[src/rtl/lbrx_pkg.sv]
package lbrx_pkg;
    // number of count bytes appended after the payload
    localparam int TRAIL_LEN = 3;

    typedef enum logic {
        FR_OPEN   = 1'b0,
        FR_CLOSED = 1'b1
    } frame_st_e;
endpackage

[src/rtl/lbrx_bytecnt.sv]
module lbrx_bytecnt #(
    parameter int CNT_W = 11
) (
    input  logic             clk,
    input  logic             srst,
    input  logic             inc,
    output logic [CNT_W-1:0] cnt
);
    typedef struct packed {
        logic [CNT_W-1:0] cnt;
    } st_t;

    st_t st_d, st_q;

    always_comb begin
        st_d = st_q;
        if (inc) begin
            st_d.cnt = st_q.cnt + CNT_W'(1);
        end
    end

    always_ff @(posedge clk) begin
        if (srst) begin
            st_q <= '0;
        end else begin
            st_q <= st_d;
        end
    end

    assign cnt = st_q.cnt;
endmodule

[src/rtl/lbrx_wrctl.sv]
module lbrx_wrctl
    import lbrx_pkg::*;
#(
    parameter int DEPTH  = 8,
    parameter int DATA_W = 8,
    parameter int CNT_W  = 11,
    parameter int NLANE  = 1 + TRAIL_LEN
) (
    input  logic                         clk,
    input  logic                         srst,
    input  logic                         wr_en,
    input  logic [DATA_W-1:0]            wr_data,
    input  logic                         eof,
    input  logic [CNT_W-1:0]             cnt_q,
    output logic                         accept,
    output logic [NLANE-1:0]             lane_en,
    output logic [NLANE-1:0][$clog2(DEPTH)-1:0] lane_idx,
    output logic [NLANE-1:0][DATA_W-1:0] lane_dat,
    output logic [$clog2(DEPTH)-1:0]     wp,
    output logic                         closed
);
    localparam int PTR_W = $clog2(DEPTH);

    typedef struct packed {
        frame_st_e        fr;
        logic [PTR_W-1:0] wp;
    } st_t;

    st_t st_d, st_q;

    logic             fin;
    logic [CNT_W-1:0] cnt_inc;
    logic [PTR_W-1:0] base;
    logic [DATA_W-1:0] cnt_lo, cnt_hi;

    always_comb begin
        st_d     = st_q;
        accept   = wr_en && (st_q.fr == FR_OPEN);
        fin      = eof && (st_q.fr == FR_OPEN);
        // count as it stands after a byte in this same cycle
        cnt_inc  = cnt_q + CNT_W'(accept);
        cnt_lo   = DATA_W'(cnt_inc);
        cnt_hi   = DATA_W'(cnt_inc >> DATA_W);
        base     = st_q.wp + PTR_W'(accept);

        lane_en  = '0;
        lane_idx = '0;
        lane_dat = '0;

        lane_en[0]  = accept;
        lane_idx[0] = st_q.wp;
        lane_dat[0] = wr_data;

        for (int k = 0; k < TRAIL_LEN; k++) begin
            lane_en[k+1]  = fin;
            lane_idx[k+1] = base + PTR_W'(k);
            lane_dat[k+1] = (k == 0) ? cnt_lo : cnt_hi;
        end

        st_d.wp = fin ? (base + PTR_W'(TRAIL_LEN)) : base;
        if (fin) begin
            st_d.fr = FR_CLOSED;
        end
    end

    always_ff @(posedge clk) begin
        if (srst) begin
            st_q <= '{fr: FR_OPEN, wp: '0};
        end else begin
            st_q <= st_d;
        end
    end

    assign wp     = st_q.wp;
    assign closed = (st_q.fr == FR_CLOSED);
endmodule

[src/rtl/lbrx_store.sv]
module lbrx_store #(
    parameter int DEPTH  = 8,
    parameter int DATA_W = 8,
    parameter int NLANE  = 4
) (
    input  logic                         clk,
    input  logic                         srst,
    input  logic [NLANE-1:0]             lane_en,
    input  logic [NLANE-1:0][$clog2(DEPTH)-1:0] lane_idx,
    input  logic [NLANE-1:0][DATA_W-1:0] lane_dat,
    input  logic                         rd_en,
    output logic [DATA_W-1:0]            rd_data,
    output logic [$clog2(DEPTH)-1:0]     rp
);
    localparam int PTR_W = $clog2(DEPTH);

    typedef struct packed {
        logic [DEPTH-1:0][DATA_W-1:0] mem;
        logic [PTR_W-1:0]             rp;
    } st_t;

    st_t st_d, st_q;

    always_comb begin
        st_d = st_q;
        // lanes target distinct locations since DEPTH >= NLANE
        for (int k = 0; k < NLANE; k++) begin
            if (lane_en[k]) begin
                st_d.mem[lane_idx[k]] = lane_dat[k];
            end
        end
        if (rd_en) begin
            st_d.rp = st_q.rp + PTR_W'(1);
        end
    end

    always_ff @(posedge clk) begin
        if (srst) begin
            st_q <= '0;
        end else begin
            st_q <= st_d;
        end
    end

    assign rd_data = st_q.mem[st_q.rp];
    assign rp      = st_q.rp;
endmodule

[src/rtl/lbrx_fifo.sv]
module lbrx_fifo
    import lbrx_pkg::*;
#(
    parameter int DEPTH  = 8,
    parameter int DATA_W = 8,
    parameter int CNT_W  = 11
) (
    input  logic              clk,
    input  logic              srst,
    input  logic              wr_en,
    input  logic [DATA_W-1:0] wr_data,
    input  logic              eof,
    input  logic              rd_en,
    output logic [DATA_W-1:0] rd_data
);
    // DEPTH must be a power of two no smaller than the lane count
    localparam int PTR_W = $clog2(DEPTH);
    localparam int NLANE = 1 + TRAIL_LEN;

    logic                         accept;
    logic [CNT_W-1:0]             byte_cnt;
    logic [NLANE-1:0]             lane_en;
    logic [NLANE-1:0][PTR_W-1:0]  lane_idx;
    logic [NLANE-1:0][DATA_W-1:0] lane_dat;
    logic [PTR_W-1:0]             wr_ptr;
    logic [PTR_W-1:0]             rd_ptr;
    logic                         frame_closed;

    lbrx_bytecnt #(.CNT_W(CNT_W)) u_cnt (
        .clk  (clk),
        .srst (srst),
        .inc  (accept),
        .cnt  (byte_cnt)
    );

    lbrx_wrctl #(
        .DEPTH (DEPTH),
        .DATA_W(DATA_W),
        .CNT_W (CNT_W),
        .NLANE (NLANE)
    ) u_wrctl (
        .clk      (clk),
        .srst     (srst),
        .wr_en    (wr_en),
        .wr_data  (wr_data),
        .eof      (eof),
        .cnt_q    (byte_cnt),
        .accept   (accept),
        .lane_en  (lane_en),
        .lane_idx (lane_idx),
        .lane_dat (lane_dat),
        .wp       (wr_ptr),
        .closed   (frame_closed)
    );

    lbrx_store #(
        .DEPTH (DEPTH),
        .DATA_W(DATA_W),
        .NLANE (NLANE)
    ) u_store (
        .clk      (clk),
        .srst     (srst),
        .lane_en  (lane_en),
        .lane_idx (lane_idx),
        .lane_dat (lane_dat),
        .rd_en    (rd_en),
        .rd_data  (rd_data),
        .rp       (rd_ptr)
    );
endmodule

[config.mk]
export PLATFORM = sky130hd
export DESIGN_NAME = lbrx_fifo
export DESIGN_NICKNAME = d
export VERILOG_FILES = /design/src/rtl/lbrx_pkg.sv /design/src/rtl/lbrx_bytecnt.sv /design/src/rtl/lbrx_wrctl.sv /design/src/rtl/lbrx_store.sv /design/src/rtl/lbrx_fifo.sv
export SDC_FILE = /design/constraint.sdc
export NUM_CORES = 1
export LEC_CHECK = 0
export ABC_AREA = 1
export BUFFER_PORTS_ARGS = -buffer_cell sky130_fd_sc_hd__buf_2
export CORE_AREA = 3 3 103 105
export CTS_BUF_LIST = sky130_fd_sc_hd__clkbuf_8
export DETAILED_ROUTE_END_ITERATION = 12
export DIE_AREA = 0 0 106 108
export HOLD_SLACK_MARGIN = 0.03
export PLACE_DENSITY_LB_ADDON = 0.25
export SLEW_MARGIN = 5
export SYNTH_ARGS = -nofsm -noshare
export SYNTH_HDL_FRONTEND = slang
export SYNTH_SLANG_ARGS = --single-unit
[constraint.sdc]
create_clock -name clk -period 2.2 [get_ports clk]
set_input_delay 0.11 -clock clk [delete_from_list [all_inputs] [get_ports clk]]
set_output_delay 0.11 -clock clk [all_outputs]
set_load 0.005 [all_outputs]
==> impl_metrics.toml, run 1 <==
[worst_setup_path]
timing.critical_path.required_ps = 2490
crit_chain = "nor2_2 > ha_2 > ha_2 > inv_1 > nand2_1 > nand2_4 > nor2_4 > nand2_2 > inv_2 > nand2_1 > nand2_1 > nand2_1 > nand2_1 > nor2_1"
critical-path-top-delay-family = "simple AND/OR/NAND/NOR gates"
critical_path.n_buffers_inverters = 2
r2r-start = "u_wrctl.closed$_SDFFE_PP0P_"
worstSetupEndpointType = "flip-flop"
crit_fanout = 9
timing.critical_path.from_type = "flip-flop"
timing.critical_path.slowest_stage_cell = "dfxtp_1"
crit_path_frequent_cell = "nand2_1"
path_class = "flip-flop to flip-flop"
setup.worst_path.start = "u_wrctl.closed$_SDFFE_PP0P_"
critical_path_arrival_ps = 2380
cpPeakStageDelay_ps = 330

[timing]
finalClockSkew_ps = 11.73
setup_viol_count_final = 0
period_needed_ps = 2094
worst_slew_pin_slew_ps = 670.9
timing.final.max_slew_violations = 0
max_clock_freq_mhz = 477.5
setup_repair_after_global_routing_missed_its_margin = "true"
timing.hold.ws_ps = 97.74
slew_headroom_pct = 55.22
min_period_over_period_pct = 95.19
final_hold_viol_count = 0

[floorplan]
boundaryPins = 21
floorplan_die_area_mm2 = 0.01145
initial_core_util_pct = 58.77
die_y_um = 108
die_width_um = 106
core_area_mm2 = 0.009729
row_count = 36

[placement]
numPortBuffers = 20
place.detailed.hpwl_mm = 14.21
dp_cells = 1138
gp_congestion = 1.002
postPlaceCellArea_mm2 = 0.006103

[final_layout]
insertedDiodeCount = 0
seqCellArea_mm2 = 0.001642
area_growth_from_synthesis_to_layout_pct = 13.54
multi_input_area_mm2 = 0.003739
n_fill_cell = 977
fin_nets = 1043
finish.cell_count_without_fillers = 1160
final_layout_size_suffix_gt1_share_pct = 14.02
final_design_area_no_fill_mm2 = 0.006492

[global_route]
grt_first_pass_wirelength_mm = 30.68
grt.overflow.total = 0
grt_max_degree = 48
gr-usage-all-layers_pct = 34.78
antenna_violations_before_repair = 0
vias_in_the_first_global_route = 5875

[yosys]
synth_seq_area_share_pct = 28.71
yosys_warnings = 0
post_synth_num_cell_types = 29
synthesis.nets = 1004
postSynthRegisterBits = 82
synth_area_mm2 = 0.005718
avgSynthCellArea_um2 = 5.817
gate_count_post_synth = 983

[detailed_routing]
ant_nets = 0
drt-initial-drc-count = 846
route.vias.total = 6726
drc = 0
drt-pass1-iter-count = 8
drt-total-wl_mm = 19.96
route.detailed.vias_per_inst = 5.798
route.detailed.wl_per_inst_um = 17.21

[cts]
ctsLongestPathBuffers = 2
root_buffer = "clkbuf_8"
htree_depth = 3
clk_pin_slew_worst_paths_ps = 90
clock_insertion_delay_worst_skew_ps = 390
number_of_buffers_inserted_during_clock_tree_synthesis = 9
cts.sink_count = 82
cts_tree = "yes"

[run]
cap_violations = 0

[power_and_ir_drop]
power_density_mw_per_mm2 = 706.1
vdd_drop_max_mv = 0.3938
leakage_nw = 2.979

[hold_path]
hold_start = "wr_data[7]"
hp-class = "primary input to flip-flop"

[outcome]
run_status = "finished, final reports clean"
==> routing by layer <==
metal	vias to the layer above	global-route usage (%)	part of all wire, %	wire (um)
li1	3274	-	-	-
met2	399	54.78	45	8941
met1	2988	46.57	40	8064
met3	65	5.851	11	2206
met4	0	16.74	3.7	745
met5	-	0	0	0
==> placed cells by master (no fill, tap or decap), types with 11 or more instances in the layout <==
cell      count
nand2_2      18
o21ai_0      72
a21oi_1      60
nand3_1     110
inv_1        73
nor2_1      142
inv_2        18
dfxtp_1      82
nand2_1     287
o211ai_1     11
buf_2        20
buf_4        38
==> area by class of cell <==
type,count,share of cell area [%]
repair buffers,59,6.090
flip-flops and latches,82,25.28
well taps,133,2.563
inverters,90,5.203
clock inverters,6,1.156
multi-input cells,780,57.58
clock buffers,10,2.120
==> synth_stat cells, drive strengths merged <==
cell type	instances	share of area (%)
a31oi	8	0.88
nand3	121	11
buf	13	1.1
o21ai	79	6.9
nor2	159	12
xor2	3	0.46
o22ai	5	0.55
nand2	309	21
clkinv	3	0.20
nand4	2	0.22
xnor2	1	0.28
clkbuf	18	1.2
a21oi	60	5.3
dfxtp	82	29
nor3	10	0.96
o21a	4	0.53
inv	87	5.7
o211ai	11	1.4
ha	8	1.8
==> metrics by stage <==
step | setup slack [ps] | util, % | setup TNS, ps | power (mW)
6_report | 105.8 | 66.73 | 0 | 4.584
5_1_grt | -46.56 | 66.73 | -177.5 | 4.816
3_3_place_gp | 115.3 | 62.73 | 0 | 3.223
4_1_cts | 54.83 | 65.02 | 0 | 4.458
2_1_floorplan | 38.19 | - | 0 | 2.792
3_5_place_dp | 74.50 | 62.73 | 0 | 3.234
==> final timing paths <==
check                                endpoint  slack, ps  cells after the start
setup / recovery   u_store.st_q[4]$_SDFF_PP0_        110                     14
hold / removal    u_store.st_q[34]$_SDFF_PP0_        100                      3
setup reg to reg   u_store.st_q[4]$_SDFF_PP0_        110                     14
hold reg to reg   u_wrctl.closed$_SDFFE_PP0P_        530                      2
==> state kept, by name (all words and copies together) (netlist names) <==
name            cells
u_cnt.cnt          11
u_wrctl.closed      1
u_store.rp          3
u_store.st_q       64
u_wrctl.wp          3
==> kinds of logic after synthesis <==
logic type | count (synthesis) | share of synthesized area, %
compound gates | 167 | 15.56
xor+xnor | 4 | 0.7441
fa+ha+maj | 8 | 1.751
buf+inv | 121 | 8.162
flops | 82 | 28.71
simple gates | 601 | 45.08
==> tightest hold or removal path, stage by stage <==
cell,delay (ps)
buf_2,130
a21oi_1,130
nor3_1,60
==> timing repair <==
| action | in CTS | in global routing |
|---|---|---|
| resized for setup | 0 | 30 |
| endpoints found under the hold margin | 2 | 0 |
| setup buffers | 0 | 5 |
| hold buffers | 1 | 0 |
| endpoints found under the setup margin | 0 | 41 |
==> where the power goes <==
| group | internal, mW | leakage [nW] | switching, mW | total [mW] |
|---|---|---|---|---|
| clock | 0.656 | 0.121 | 0.597 | 1.25 |
| sequential | 1.63 | 0.667 | 0.0946 | 1.73 |
| combinational | 0.539 | 2.19 | 1.07 | 1.61 |
Note: power is estimated with default switching activity, not from simulation.
==> run 2, diff against run 1 <==
--- a/config.mk
+++ b/config.mk
@@ -7,10 +7,10 @@
 export LEC_CHECK = 0
 export ABC_AREA = 1
 export BUFFER_PORTS_ARGS = -buffer_cell sky130_fd_sc_hd__buf_2
-export CORE_AREA = 3 3 103 105
+export CORE_AREA = 2 2 102 104
 export CTS_BUF_LIST = sky130_fd_sc_hd__clkbuf_8
 export DETAILED_ROUTE_END_ITERATION = 12
-export DIE_AREA = 0 0 106 108
+export DIE_AREA = 0 0 104 106
 export HOLD_SLACK_MARGIN = 0.03
 export PLACE_DENSITY_LB_ADDON = 0.25
 export SLEW_MARGIN = 5
==> impl_metrics.toml, run 2 (same netlist as run 1, synthesis figures left out) <==
[floorplan]
die_width_um = 104
row_count = 37
core_area_mm2 = 0.01000
floorplan_die_area_mm2 = 0.01102
die_y_um = 106
initial_core_util_pct = 57.18
boundaryPins = 21

[cts]
clk_pin_slew_worst_paths_ps = 90
root_buffer = "clkbuf_8"
clock_insertion_delay_worst_skew_ps = 380
cts_tree = "yes"
ctsLongestPathBuffers = 2
number_of_buffers_inserted_during_clock_tree_synthesis = 9
cts.sink_count = 82
htree_depth = 3

[worst_setup_path]
timing.critical_path.slowest_stage_cell = "dfxtp_1"
cpPeakStageDelay_ps = 360
crit_path_frequent_cell = "nor2_1"
crit_chain = "nor2_2 > ha_1 > ha_1 > ha_2 > inv_1 > nand3_1 > nand2_2 > nand3_1 > nand2_1 > nor2_1 > nor2_1 > nor2_1"
worstSetupEndpointType = "flip-flop"
path_class = "flip-flop to flip-flop"
timing.critical_path.from_type = "flip-flop"
critical_path_arrival_ps = 2370
crit_fanout = 7
ff2ff_setup_slack_ps = 110
timing.critical_path.required_ps = 2480

[timing]
slew_headroom_pct = 59.41
setup_viol_count_final = 0
final_hold_viol_count = 0
max_clock_freq_mhz = 477.6
finalClockSkew_ps = 12.41
worst_slew_pin_slew_ps = 608.2
setup_repair_after_global_routing_missed_its_margin = "true"
period_needed_ps = 2094
worst_slack_ps = 106.0
min_period_over_period_pct = 95.18
timing.final.max_slew_violations = 0

[final_layout]
mostFrequentLayoutCells = "nand2_1 (289), nor2_1 (142), nand3_1 (112), dfxtp_1 (82), o21ai_0 (72)"
final_layout_size_suffix_gt1_share_pct = 13.91
final_common_cell = "nand2_1"
largest_register_ffs = 64
insertedDiodeCount = 0
largest-register = "u_store.st_q"
fin_nets = 1044
area_growth_from_synthesis_to_layout_pct = 13.48

[global_route]
grt_max_degree = 35
use_met3_pct = 6.806
grt_most_used_layer = "met2"
groute.layer.met1.usage_pct = 48.93
vias_in_the_first_global_route = 6051
grt_first_pass_wirelength_mm = 31.29
groute.layer.met2.usage_pct = 55.26
antenna_violations_before_repair = 0
grt.overflow.total = 0
gr-usage-all-layers_pct = 36.20

[power_and_ir_drop]
vdd_drop_max_mv = 0.3551
leakage_nw = 2.989
power_density_mw_per_mm2 = 717.8
p_total_mw = 4.658

[run]
cap_violations = 0

[placement]
pre_cts_ws_ps = 74.06
numPortBuffers = 20
gp_congestion = 1.008
place.detailed.hpwl_mm = 14.18

[detailed_routing]
drt-initial-drc-count = 821
route.detailed.wl_per_inst_um = 17.01
ant_nets = 0
drt-pass1-iter-count = 6
drt-total-wl_mm = 19.79
drc = 0
route.vias.total = 6778
route.detailed.vias_per_inst = 5.823

[hold_path]
hp-class = "primary input to flip-flop"

[outcome]
run_status = "finished, final reports clean"
==> run 2: path summary, 6_finish.rpt <==
| check | startpoint | endpoint | cells after the start |
|---|---|---|---|
| worst min register to register | u_wrctl.closed$_SDFFE_PP0P_ | u_wrctl.closed$_SDFFE_PP0P_ | 2 |
| worst max register to register | u_wrctl.closed$_SDFFE_PP0P_ | u_store.st_q[38]$_SDFF_PP0_ | 12 |
| worst min-delay path | wr_data[7] | u_store.st_q[34]$_SDFF_PP0_ | 3 |
| worst max-delay path | u_wrctl.closed$_SDFFE_PP0P_ | u_store.st_q[38]$_SDFF_PP0_ | 12 |
==> run 2: per-stage QoR <==
step	instance area (um^2)	cells	utilization, %	hold slack (ps)	TNS [ps]
floorplan	5718	983	-	265.4	0
global placement	6150	1145	61.50	403.7	0
detailed placement	6150	1145	61.50	410.6	0
CTS	6397	1162	63.98	77.60	0
global route	6489	1164	64.89	110.0	-57.26
finish	6489	1164	64.89	79.37	0
==> run 2: cell type report <==
class	instances	area [um^2]
flip-flops and latches	82	1642
well taps	136	170.2
clock buffers	12	165.2
inverters	90	341.6
clock inverters	4	72.57
multi-input cells	780	3670
repair buffers	60	427.9
fillers	999	3511
==> run 2: report_power, final <==
group          switching (mW)  internal (mW)
clock                   0.603          0.733
combinational            1.07          0.530
sequential             0.0929           1.63
==> run 2: worst max-delay path: cells and delay by family, from the launching register on <==
family	cells	cell delay, ps
AND/OR/NAND/NOR	8	840
adder cells (fa/ha/maj)	3	740
flip-flops	1	360
buffers and inverters	1	70
==> run 2: what timing repair did <==
item / 4_1_cts / 5_1_grt
endpoints found under the setup margin: 0 / 34
hold buffers: 1 / 0
buffers inserted: 0 / 2
resized for setup: 0 / 19
hold endpoints to repair: 2 / 0
==> run 2: metal layers <==
| metal | up-vias | share of wire (%) |
|---|---|---|
| li1 | 3268 | - |
| met1 | 2984 | 41 |
| met2 | 450 | 43 |
| met3 | 76 | 12 |
| met4 | 0 | 4.6 |
| met5 | - | 0 |
